## config.mk

```make
export PLATFORM = sky130hd
export DESIGN_NAME = irq_group_ctrl
export DESIGN_NICKNAME = d
export VERILOG_FILES = /design/src/rtl/irq_group_pkg.sv /design/src/rtl/irq_bus_dec.sv /design/src/rtl/irq_src_bank.sv /design/src/rtl/irq_en_reg.sv /design/src/rtl/irq_prio_enc.sv /design/src/rtl/irq_group_ctrl.sv
export SDC_FILE = /design/constraint.sdc
export NUM_CORES = 1
export LEC_CHECK = 0
export ABC_AREA = 1
export BUFFER_PORTS_ARGS = -buffer_cell sky130_fd_sc_hd__buf_4
export CORE_ASPECT_RATIO = 0.75
export CORE_MARGIN = 1.5
export CORE_UTILIZATION = 45
export DETAILED_ROUTE_END_ITERATION = 8
export GPL_TIMING_DRIVEN = 0
export PLACE_DENSITY = 0.68
export SLEW_MARGIN = 15
export SYNTH_ARGS = -nofsm -noshare
export SYNTH_HDL_FRONTEND = slang
export SYNTH_SLANG_ARGS = --single-unit
```

## constraint.sdc

```tcl
create_clock -name clk -period 1.4 [get_ports clk]
set_clock_uncertainty 0.05 [all_clocks]
set_input_delay 0.07 -clock clk [delete_from_list [all_inputs] [get_ports clk]]
set_output_delay 0.07 -clock clk [all_outputs]
set_load 0.005 [all_outputs]
```

## src/rtl/irq_group_pkg.sv

```systemverilog
package irq_group_pkg;
  localparam int DW    = 8;
  localparam int AW    = 4;
  localparam int NREG  = 11;
  localparam int NGRP  = 6;
  localparam int IDW   = 3;
  localparam int TMR_W = 2;
  localparam int MDM_W = 4;
  localparam int RXM_W = 7;
  localparam int RX_W  = RXM_W + 1;
  localparam int TX_W  = 2;

  // register addresses
  localparam int A_GST   = 0;
  localparam int A_GEN   = 1;
  localparam int A_IDENT = 2;
  localparam int A_TST   = 3;
  localparam int A_TEN   = 4;
  localparam int A_MST   = 5;
  localparam int A_MEN   = 6;
  localparam int A_RST   = 7;
  localparam int A_REN   = 8;
  localparam int A_TXS   = 9;
  localparam int A_CMD   = 10;

  // group positions in the summary register (priority: higher wins)
  localparam int G_RXF = 0;
  localparam int G_TXF = 1;
  localparam int G_RXM = 2;
  localparam int G_MDM = 3;
  localparam int G_TXM = 4;
  localparam int G_TMR = 5;
endpackage

```

## src/rtl/irq_bus_dec.sv

```systemverilog
module irq_bus_dec #(
  parameter int AW   = 4,
  parameter int NREG = 11
) (
  input  logic [AW-1:0]   addr,
  output logic [NREG-1:0] hit
);
  for (genvar i = 0; i < NREG; i++) begin : g_hit
    assign hit[i] = (addr == AW'(i));
  end
endmodule

```

## src/rtl/irq_src_bank.sv

```systemverilog
module irq_src_bank #(
  parameter int W = 2
) (
  input  logic         clk,
  input  logic         rst_n,
  input  logic [W-1:0] ev,
  input  logic [W-1:0] rd_clr,
  input  logic         wr_stb,
  input  logic [W-1:0] wdata,
  input  logic [W-1:0] ext_clr,
  input  logic         clr_all,
  output logic [W-1:0] stat
);
  for (genvar i = 0; i < W; i++) begin : g_bit
    logic clr_b;
    assign clr_b = rd_clr[i] | (wr_stb & ~wdata[i]) | ext_clr[i] | clr_all;
    always_ff @(posedge clk or negedge rst_n) begin
      if (!rst_n)      stat[i] <= 1'b0;
      else if (ev[i])  stat[i] <= 1'b1;   // set wins over any clear
      else if (clr_b)  stat[i] <= 1'b0;
    end
  end
endmodule

```

## src/rtl/irq_en_reg.sv

```systemverilog
module irq_en_reg #(
  parameter int W = 6
) (
  input  logic         clk,
  input  logic         rst_n,
  input  logic         wr_stb,
  input  logic [W-1:0] d,
  output logic [W-1:0] q
);
  always_ff @(posedge clk or negedge rst_n) begin
    if (!rst_n)      q <= '0;
    else if (wr_stb) q <= d;
  end
endmodule

```

## src/rtl/irq_prio_enc.sv

```systemverilog
module irq_prio_enc #(
  parameter int N = 6,
  localparam int CW = (N > 1) ? $clog2(N) : 1
) (
  input  logic [N-1:0]  req,
  output logic          pend,
  output logic [CW-1:0] code
);
  always_comb begin
    code = '0;
    for (int i = 0; i < N; i++) begin
      if (req[i]) code = CW'(i);
    end
  end
  assign pend = |req;
endmodule

```

## src/rtl/irq_group_ctrl.sv

```systemverilog
module irq_group_ctrl
  import irq_group_pkg::*;
(
  input  logic             clk,
  input  logic             rst_n,
  input  logic [AW-1:0]    addr,
  input  logic             wr_en,
  input  logic             rd_en,
  input  logic [DW-1:0]    wdata,
  output logic [DW-1:0]    rdata,
  input  logic [TMR_W-1:0] ev_timer,
  input  logic             ev_txm,
  input  logic [MDM_W-1:0] ev_modem,
  input  logic [RXM_W-1:0] ev_rxm,
  input  logic             ev_rxfifo,
  input  logic             ev_txfifo,
  input  logic             txfifo_wr,
  input  logic             rxfifo_rd,
  output logic             irq_o
);
  logic [NREG-1:0]  hit;
  logic [NGRP-1:0]  ger_q, grp, grp_req;
  logic [TMR_W-1:0] tmr_st, tmr_en;
  logic [MDM_W-1:0] mdm_st, mdm_en;
  logic [RX_W-1:0]  rx_st;
  logic [RXM_W-1:0] rx_en;
  logic [TX_W-1:0]  tx_st;
  logic             pend_w;
  logic [IDW-1:0]   code_w;
  logic             clr_all, ident_clr;

  irq_bus_dec #(.AW(AW), .NREG(NREG)) u_dec (.addr(addr), .hit(hit));

  assign clr_all   = wr_en & hit[A_CMD] & wdata[0];
  assign ident_clr = rd_en & hit[A_IDENT] & pend_w & (code_w == IDW'(G_TXF));

  // enable registers
  irq_en_reg #(.W(NGRP)) u_ger (.clk(clk), .rst_n(rst_n),
    .wr_stb(wr_en & hit[A_GEN]), .d(wdata[NGRP-1:0]), .q(ger_q));
  irq_en_reg #(.W(TMR_W)) u_ten (.clk(clk), .rst_n(rst_n),
    .wr_stb(wr_en & hit[A_TEN]), .d(wdata[TMR_W-1:0]), .q(tmr_en));
  irq_en_reg #(.W(MDM_W)) u_men (.clk(clk), .rst_n(rst_n),
    .wr_stb(wr_en & hit[A_MEN]), .d(wdata[MDM_W-1:0]), .q(mdm_en));
  irq_en_reg #(.W(RXM_W)) u_ren (.clk(clk), .rst_n(rst_n),
    .wr_stb(wr_en & hit[A_REN]), .d(wdata[RX_W-1:1]), .q(rx_en));

  // status banks
  irq_src_bank #(.W(TMR_W)) u_tmr (.clk(clk), .rst_n(rst_n), .ev(ev_timer),
    .rd_clr({TMR_W{rd_en & hit[A_TST]}}), .wr_stb(1'b0), .wdata('0),
    .ext_clr('0), .clr_all(clr_all), .stat(tmr_st));

  irq_src_bank #(.W(MDM_W)) u_mdm (.clk(clk), .rst_n(rst_n), .ev(ev_modem),
    .rd_clr({MDM_W{rd_en & hit[A_MST]}}), .wr_stb(wr_en & hit[A_MST]),
    .wdata(wdata[MDM_W-1:0]), .ext_clr('0), .clr_all(clr_all), .stat(mdm_st));

  irq_src_bank #(.W(RX_W)) u_rx (.clk(clk), .rst_n(rst_n),
    .ev({ev_rxm, ev_rxfifo}),
    .rd_clr({{RXM_W{rd_en & hit[A_RST]}}, 1'b0}), .wr_stb(wr_en & hit[A_RST]),
    .wdata(wdata[RX_W-1:0]), .ext_clr({{RXM_W{1'b0}}, rxfifo_rd}),
    .clr_all(clr_all), .stat(rx_st));

  // tx bank: bit 0 transmit FIFO, bit 1 transmit machine
  irq_src_bank #(.W(TX_W)) u_tx (.clk(clk), .rst_n(rst_n),
    .ev({ev_txm, ev_txfifo}), .rd_clr('0), .wr_stb(1'b0), .wdata('0),
    .ext_clr({txfifo_wr, txfifo_wr | ident_clr}),
    .clr_all(clr_all), .stat(tx_st));

  // group summary
  assign grp[G_RXF] = rx_st[0];
  assign grp[G_TXF] = tx_st[0];
  assign grp[G_RXM] = |(rx_st[RX_W-1:1] & rx_en);
  assign grp[G_MDM] = |(mdm_st & mdm_en);
  assign grp[G_TXM] = tx_st[1];
  assign grp[G_TMR] = |(tmr_st & tmr_en);

  assign grp_req = grp & ger_q;
  assign irq_o   = |grp_req;

  irq_prio_enc #(.N(NGRP)) u_prio (.req(grp_req), .pend(pend_w), .code(code_w));

  // read mux
  assign rdata = ({DW{hit[A_GST]}}   & DW'(grp))
               | ({DW{hit[A_GEN]}}   & DW'(ger_q))
               | ({DW{hit[A_IDENT]}} & {pend_w, {(DW-1-IDW){1'b0}}, code_w})
               | ({DW{hit[A_TST]}}   & DW'(tmr_st))
               | ({DW{hit[A_TEN]}}   & DW'(tmr_en))
               | ({DW{hit[A_MST]}}   & DW'(mdm_st))
               | ({DW{hit[A_MEN]}}   & DW'(mdm_en))
               | ({DW{hit[A_RST]}}   & DW'(rx_st))
               | ({DW{hit[A_REN]}}   & DW'({rx_en, 1'b0}))
               | ({DW{hit[A_TXS]}}   & DW'(tx_st))
               | ({DW{hit[A_CMD]}}   & {DW{1'b0}});
endmodule

```

==> metrics.cfg, run 1 <==
[synthesis]
synthCells = 263
ys_types = 27
synth.avg_cell_area_um2 = 7.464
synth_enable_flop_cells = 0
synth_area_leaders = dfrtp_1 (45%), nand2_1 (16%), inv_1 (6.1%)
ys_seq_area_frac = 0.4461
ys.flop_type = dfrtp_1
synth_top_area_frac = 0.4461
syn_nets = 297
synth_area_mm2 = 0.001963
yosysWarnings = 0
synth-seq-cells = 35
async_flop_share = 1.000
yosysTopAreaCell = dfrtp_1

[cells_and_area]
syn_to_final_growth_pct = 44.68
final_cell_mix = nand2_1 (78), buf_4 (55), dfrtp_1 (35)
antennaDiodeCount = 0
fin_area_mm2 = 0.002840
layout_commonest_cell = nand2_1
fin_nets = 381
instances_no_fill = 403
drive_gt1_frac = 0.2989

[clock_network]
cts_tree = done
path_clk_slew_ns = 0.07
clockBufferDepth = 2
htree_levels = 2
insertion_delay_ns = 0.29
cts_buffers = 5
cts_root_buf = clkbuf_8
cts.sinks = 35

[floorplanning]
die_x_um = 79.27
dieHeight_um = 60.20
dieArea_mm2 = 0.004772
initial_core_util = 0.4755
io_pins = 43
core-area_mm2 = 0.004129
rows = 20

[global_route]
grt_pass1_wl_um = 9459
grt_overflow = 0
grt_usage = 0.2697
grt_pass1_vias = 1981
antenna_found_initial = 0
grt_max_degree = 36

[placed_design]
dp_slack_ns = -0.03566
post_dp_cell_area_mm2 = 0.002347
post-dp-hpwl_um = 4126
place_inst = 360
io_buffers = 42
place_congestion = 0.8959

[route]
post_drt_via_cell_ratio = 5.310
first_iter_violations = 238
num_vias = 2140
wl_per_cell_um = 15.00
first_pass_iters = 5
postRouteAntennaNets = 0
wirelength_um = 6046
remaining_drc_errors = 0

[sta]
tightest_slew_ns = 0.6522
slew_violations = 0
period_minus_slack_ns = 1.781
setup_violations = 8
fin_crit_sh = 1.272
fmax_mhz = 561.3
rsz0062_at_grt = yes
relSlewSlack = 0.5636
fin_ws_ns = -0.3814
hold_viol_final = 0

[status]
violations = negative setup slack
status = finished with violations

[critical_path]
rrSetupSlack_ns = -0.21
crit_arrival_ns = 1.66
r2r-start = u_ren.q[0]
critical_path_class = reg2out
crit_required_ns = 1.28
crit_path_end_kind = output port
start_kind = flop
crit_fanout = 3
r2r_end = u_tx.stat[0]
reg2regPathDepth = 13

[min_path]
hold_path_class = in2reg
holdPathStages = 3
hold_start = wdata[5]
min_to = u_ger.q[5]

[pwr]
powerDensity_mw_per_mm2 = 1025
p_leak_nw = 1.513
peakVddDrop_v = 0.0007519

[run]
maxCapViolations = 0

## power by group
| part | switching, W | internal, W |
|---|---|---|
| sequential | 0.000103 | 0.00115 |
| combinational | 0.000440 | 0.000410 |
| clock | 0.000363 | 0.000449 |
## worst max-delay path by stage
stage                        from  cells after the start            to  slack, ns
global placement    u_mdm.stat[3]                      7      rdata[7]      -0.02
global route           u_ren.q[0]                     12      rdata[0]      -0.44
floorplan              u_ren.q[0]                     12  u_tx.stat[0]       0.19
CTS                  u_rx.stat[2]                     12      rdata[0]      -0.30
detailed placement     u_men.q[0]                      7      rdata[1]      -0.04
finish                 u_ren.q[0]                     12      rdata[0]      -0.38
## area by class of cell
cell class                 count  area [µm²]
buffer                         2       16.27
clock buffer                   8       100.1
fill                         389        1289
inverter                      41       153.9
multi-input combinational    185       989.7
sequential                    35       875.8
tap                           55       68.82
timing repair buffer          77       635.6
## metal layers
| layer | routed length (µm) | vias up | global-route usage |
|---|---|---|---|
| li1 | - | 1022 | - |
| met4 | 48 | 0 | 0.08271 |
| met1 | 2741 | 1008 | 0.3649 |
| met3 | 421 | 10 | 0.05344 |
| met5 | 0 | - | 0 |
| met2 | 2833 | 100 | 0.4408 |
## worst max-delay path: stages, from the launching register on
cell,delay [ns]
dfrtp_1,0.41
nand2_1,0.09
nand2_1,0.05
nor2_1,0.10
nand2_1,0.10
nand2_2,0.12
nand2_2,0.06
nand2_1,0.06
nand2_1,0.07
nand2_2,0.08
nand2_1,0.05
nand2_1,0.08
buf_4,0.10
## sequential cells by signal, summed over array words and instances (netlist names)
| signal | cells |
|---|---|
| u_rx.stat | 8 |
| u_ren.q | 7 |
| u_ger.q | 6 |
| u_mdm.stat | 4 |
| u_men.q | 4 |
| u_ten.q | 2 |
| u_tmr.stat | 2 |
| u_tx.stat | 2 |
## logic make-up (layout without fill, tap and decap cells)
kind of cell | Yosys count | in the layout | share of synthesized area
AOI/OAI and AO/OA | 52 | 52 | 0.1664
and+or+nand+nor | 131 | 131 | 0.2894
muxes | 2 | 2 | 0.01147
DFF | 35 | 35 | 0.4461
buffers and inverters | 43 | 128 | 0.08668
## cell usage after synthesis, types with 2 or more instances
cell type	instances
o21ai_0	12
a21oi_1	5
inv_2	9
nor3_1	3
nand4_1	2
nor2_4	3
nor2_1	19
nand2_2	6
o21ai_1	14
o21bai_1	4
nand2_1	86
a41o_1	2
dfrtp_1	35
nor2_2	2
nand3_1	7
o2111ai_1	3
mux2_1	2
o31ai_1	8
inv_1	32
a221oi_1	2
## metrics by stage
step                      setup TNS, ns  utilization  hold slack, ns  total power, W
after floorplan                       0            -         -0.2756        0.001587
after global placement         -0.04908       0.5685        0.004090        0.001838
after detailed placement       -0.05989       0.5685        0.003427        0.001854
after CTS                        -1.247       0.6700         0.01896        0.002824
after global routing             -2.584       0.6879         0.02484        0.003063
final                            -1.956       0.6879         0.02419        0.002911
## repair_timing
item	4_1_cts	5_1_grt
pin swaps	5	8
hold endpoints to repair	53	1
cloned	0	0
buffers inserted	9	7
hold buffers	20	1
setup endpoints to repair	7	9
resized for setup	17	5
Power figures use the tool's default switching activity.
==> run 2, diff against run 1 <==
==> constraint.sdc (replaced) <==
create_clock -name clk -period 1.86 [get_ports clk]
set_clock_uncertainty 0.05 [all_clocks]
set_input_delay 0.093 -clock clk [delete_from_list [all_inputs] [get_ports clk]]
set_output_delay 0.093 -clock clk [all_outputs]
set_load 0.005 [all_outputs]
==> run 2 against run 1 <==
Sequential power is 25% lower. Critical path type unchanged. Sequential share of layout area is 1.8 points higher. Combinational power is 41% lower. The run now ends clean. Critical endpoint is now rdata[7]. Worst setup slack better by 0.51 ns. Global-route usage is 1.2 points lower. Die area stayed put. Critical path depth is 3 lower. Count of clock-buffer cells in the layout stayed put. Cell count is 3.0% lower.
==> metrics.cfg, run 2 (synthesized netlist as in run 1, its figures left out) <==
[route]
first_iter_violations = 168
post_drt_via_cell_ratio = 5.059
num_vias = 1978
first_pass_iters = 5
postRouteAntennaNets = 0
remaining_drc_errors = 0
wirelength_um = 5579
wl_per_cell_um = 14.27

[cells_and_area]
layout_commonest_cell = nand2_1
fin_nets = 369
antennaDiodeCount = 0
reg.largest.list = u_rx.stat x8, u_ren.q x7, u_ger.q x6
drive_gt1_frac = 0.2351
final_cell_mix = nand2_1 (85), buf_4 (45), dfrtp_1 (35)
largest_reg_flops = 8
fin_area_mm2 = 0.002680
syn_to_final_growth_pct = 36.52
top_register = u_rx.stat
instances_no_fill = 391

[floorplanning]
dieArea_mm2 = 0.004772
initial_core_util = 0.4755
core-area_mm2 = 0.004129
rows = 20
io_pins = 43
dieHeight_um = 60.20
die_x_um = 79.27

[critical_path]
start_kind = flop
critPathBufInv = 1
crit_top_cell = nand2_1
crit_fanout = 4
cp_top_family = simple AND/OR/NAND/NOR gates
path_cells = nand2_1, nand2_1, nand2_1, nand2_1, nor2_1, nand3_1, nand2_1, nand3_1, buf_4
crit_arrival_ns = 1.59
crit_required_ns = 1.72
crit_path_end_kind = output port
crit_slowest_cell = dfrtp_1
critical_path_class = reg2out
worst_path_largest_cell_delay_ns = 0.42

[pwr]
p_leak_nw = 1.434
powerDensity_mw_per_mm2 = 764.6
peakVddDrop_v = 0.0005441

[global_route]
grt_max_degree = 36
grt_usage = 0.2581
grt_overflow = 0
grt_pass1_vias = 1859
grt_pass1_wl_um = 9032
antenna_found_initial = 0

[sta]
hold_viol_final = 0
setup_violations = 0
fin_crit_sh = 0.9300
period_minus_slack_ns = 1.730
fmax_mhz = 578.1
relSlewSlack = 0.6981
tightest_slew_ns = 0.4512
slew_violations = 0

[placed_design]
place_inst = 360
place_congestion = 0.8959
post-dp-hpwl_um = 4126
post_dp_cell_area_mm2 = 0.002347
io_buffers = 42

[clock_network]
cts_tree = done
path_clk_slew_ns = 0.07
clockBufferDepth = 2
cts_buffers = 5
cts.sinks = 35
insertion_delay_ns = 0.29
htree_levels = 2
cts_root_buf = clkbuf_8

[status]
status = finished, final reports clean

[run]
maxCapViolations = 0

[min_path]
hold_path_class = in2reg

-- run 2: changes by cell type in the layout (fill, tap and decap cells not counted), moves of 2 or more --
cell	previous run	this run
nand2_2	13	7
nand2_1	78	85
nand3_1	4	7
nand3_2	3	1
buf_6	3	1
buf_4	55	45
-- run 2: repair_timing --
item,4_1_cts,5_1_grt
hold endpoints to repair,53,0
setup endpoints to repair,0,2
hold buffers,20,0
buffers inserted,0,3
resized for setup,0,3
-- run 2: worst paths after layout --
check / from / endpoint / slack, ns / cells after the start
max reg2reg: u_ten.q[0] / u_tx.stat[0] / 0.42 / 11
max: u_ten.q[0] / rdata[7] / 0.13 / 9
max in group asynchronous: rst_n / u_mdm.stat[1] / 1.20 / 2
min: wdata[4] / u_ren.q[3] / 0.04 / 3
min in group asynchronous: rst_n / u_rx.stat[5] / 0.25 / 2
min reg2reg: u_men.q[2] / u_men.q[2] / 0.46 / 2
-- run 2: worst reg2reg max path, stage by stage, from the launching register on --
cell and delay, ns:
dfrtp_1 0.40, nand2_1 0.07, nand2_1 0.09, nand2_1 0.08
nand2_1 0.12, nor2_1 0.06, nand3_1 0.11, nand2_1 0.08
nor2_1 0.11, nand2_1 0.07, nand2_1 0.06, nand2_1 0.04
-- run 2: stage by stage --
step	setup TNS, ns	power (W)	hold WS [ns]	setup WS, ns	utilization
after global placement	0	0.001384	0.02709	0.4189	0.5685
after floorplan	0	0.001195	-0.2526	0.6468	-
after CTS	0	0.002030	0.04196	0.08922	0.6412
final	0	0.002049	0.04453	0.1302	0.6491
after global routing	-0.002586	0.002171	0.04804	-0.002586	0.6491
after detailed placement	0	0.001396	0.02643	0.4013	0.5685
-- run 2: final cells by class --
class | count | area, µm²
Inverter | 41 | 153.9
Fill cell | 405 | 1449
Multi-Input combinational cell | 185 | 927.1
Clock buffer | 8 | 100.1
Timing Repair Buffer | 65 | 538.0
Tap cell | 55 | 68.82
Buffer | 2 | 16.27
Sequential cell | 35 | 875.8
-- run 2: per-layer routing --
metal	wire (µm)	vias to the layer above	GRT usage
li1	-	997	-
met1	2668	904	0.3630
met2	2513	70	0.4103
met3	341	7	0.05038
met4	57	0	0.06767
met5	0	-	0
-- run 2: report_power, final --
| part | internal (W) | switching (W) | total [W] |
|---|---|---|---|
| Combinational | 0.000237 | 0.000263 | 0.000500 |
| Clock | 0.000338 | 0.000269 | 0.000607 |
| Sequential | 0.000863 | 0.0000792 | 0.000942 |
| Total | 0.00144 | 0.000611 | 0.00205 |
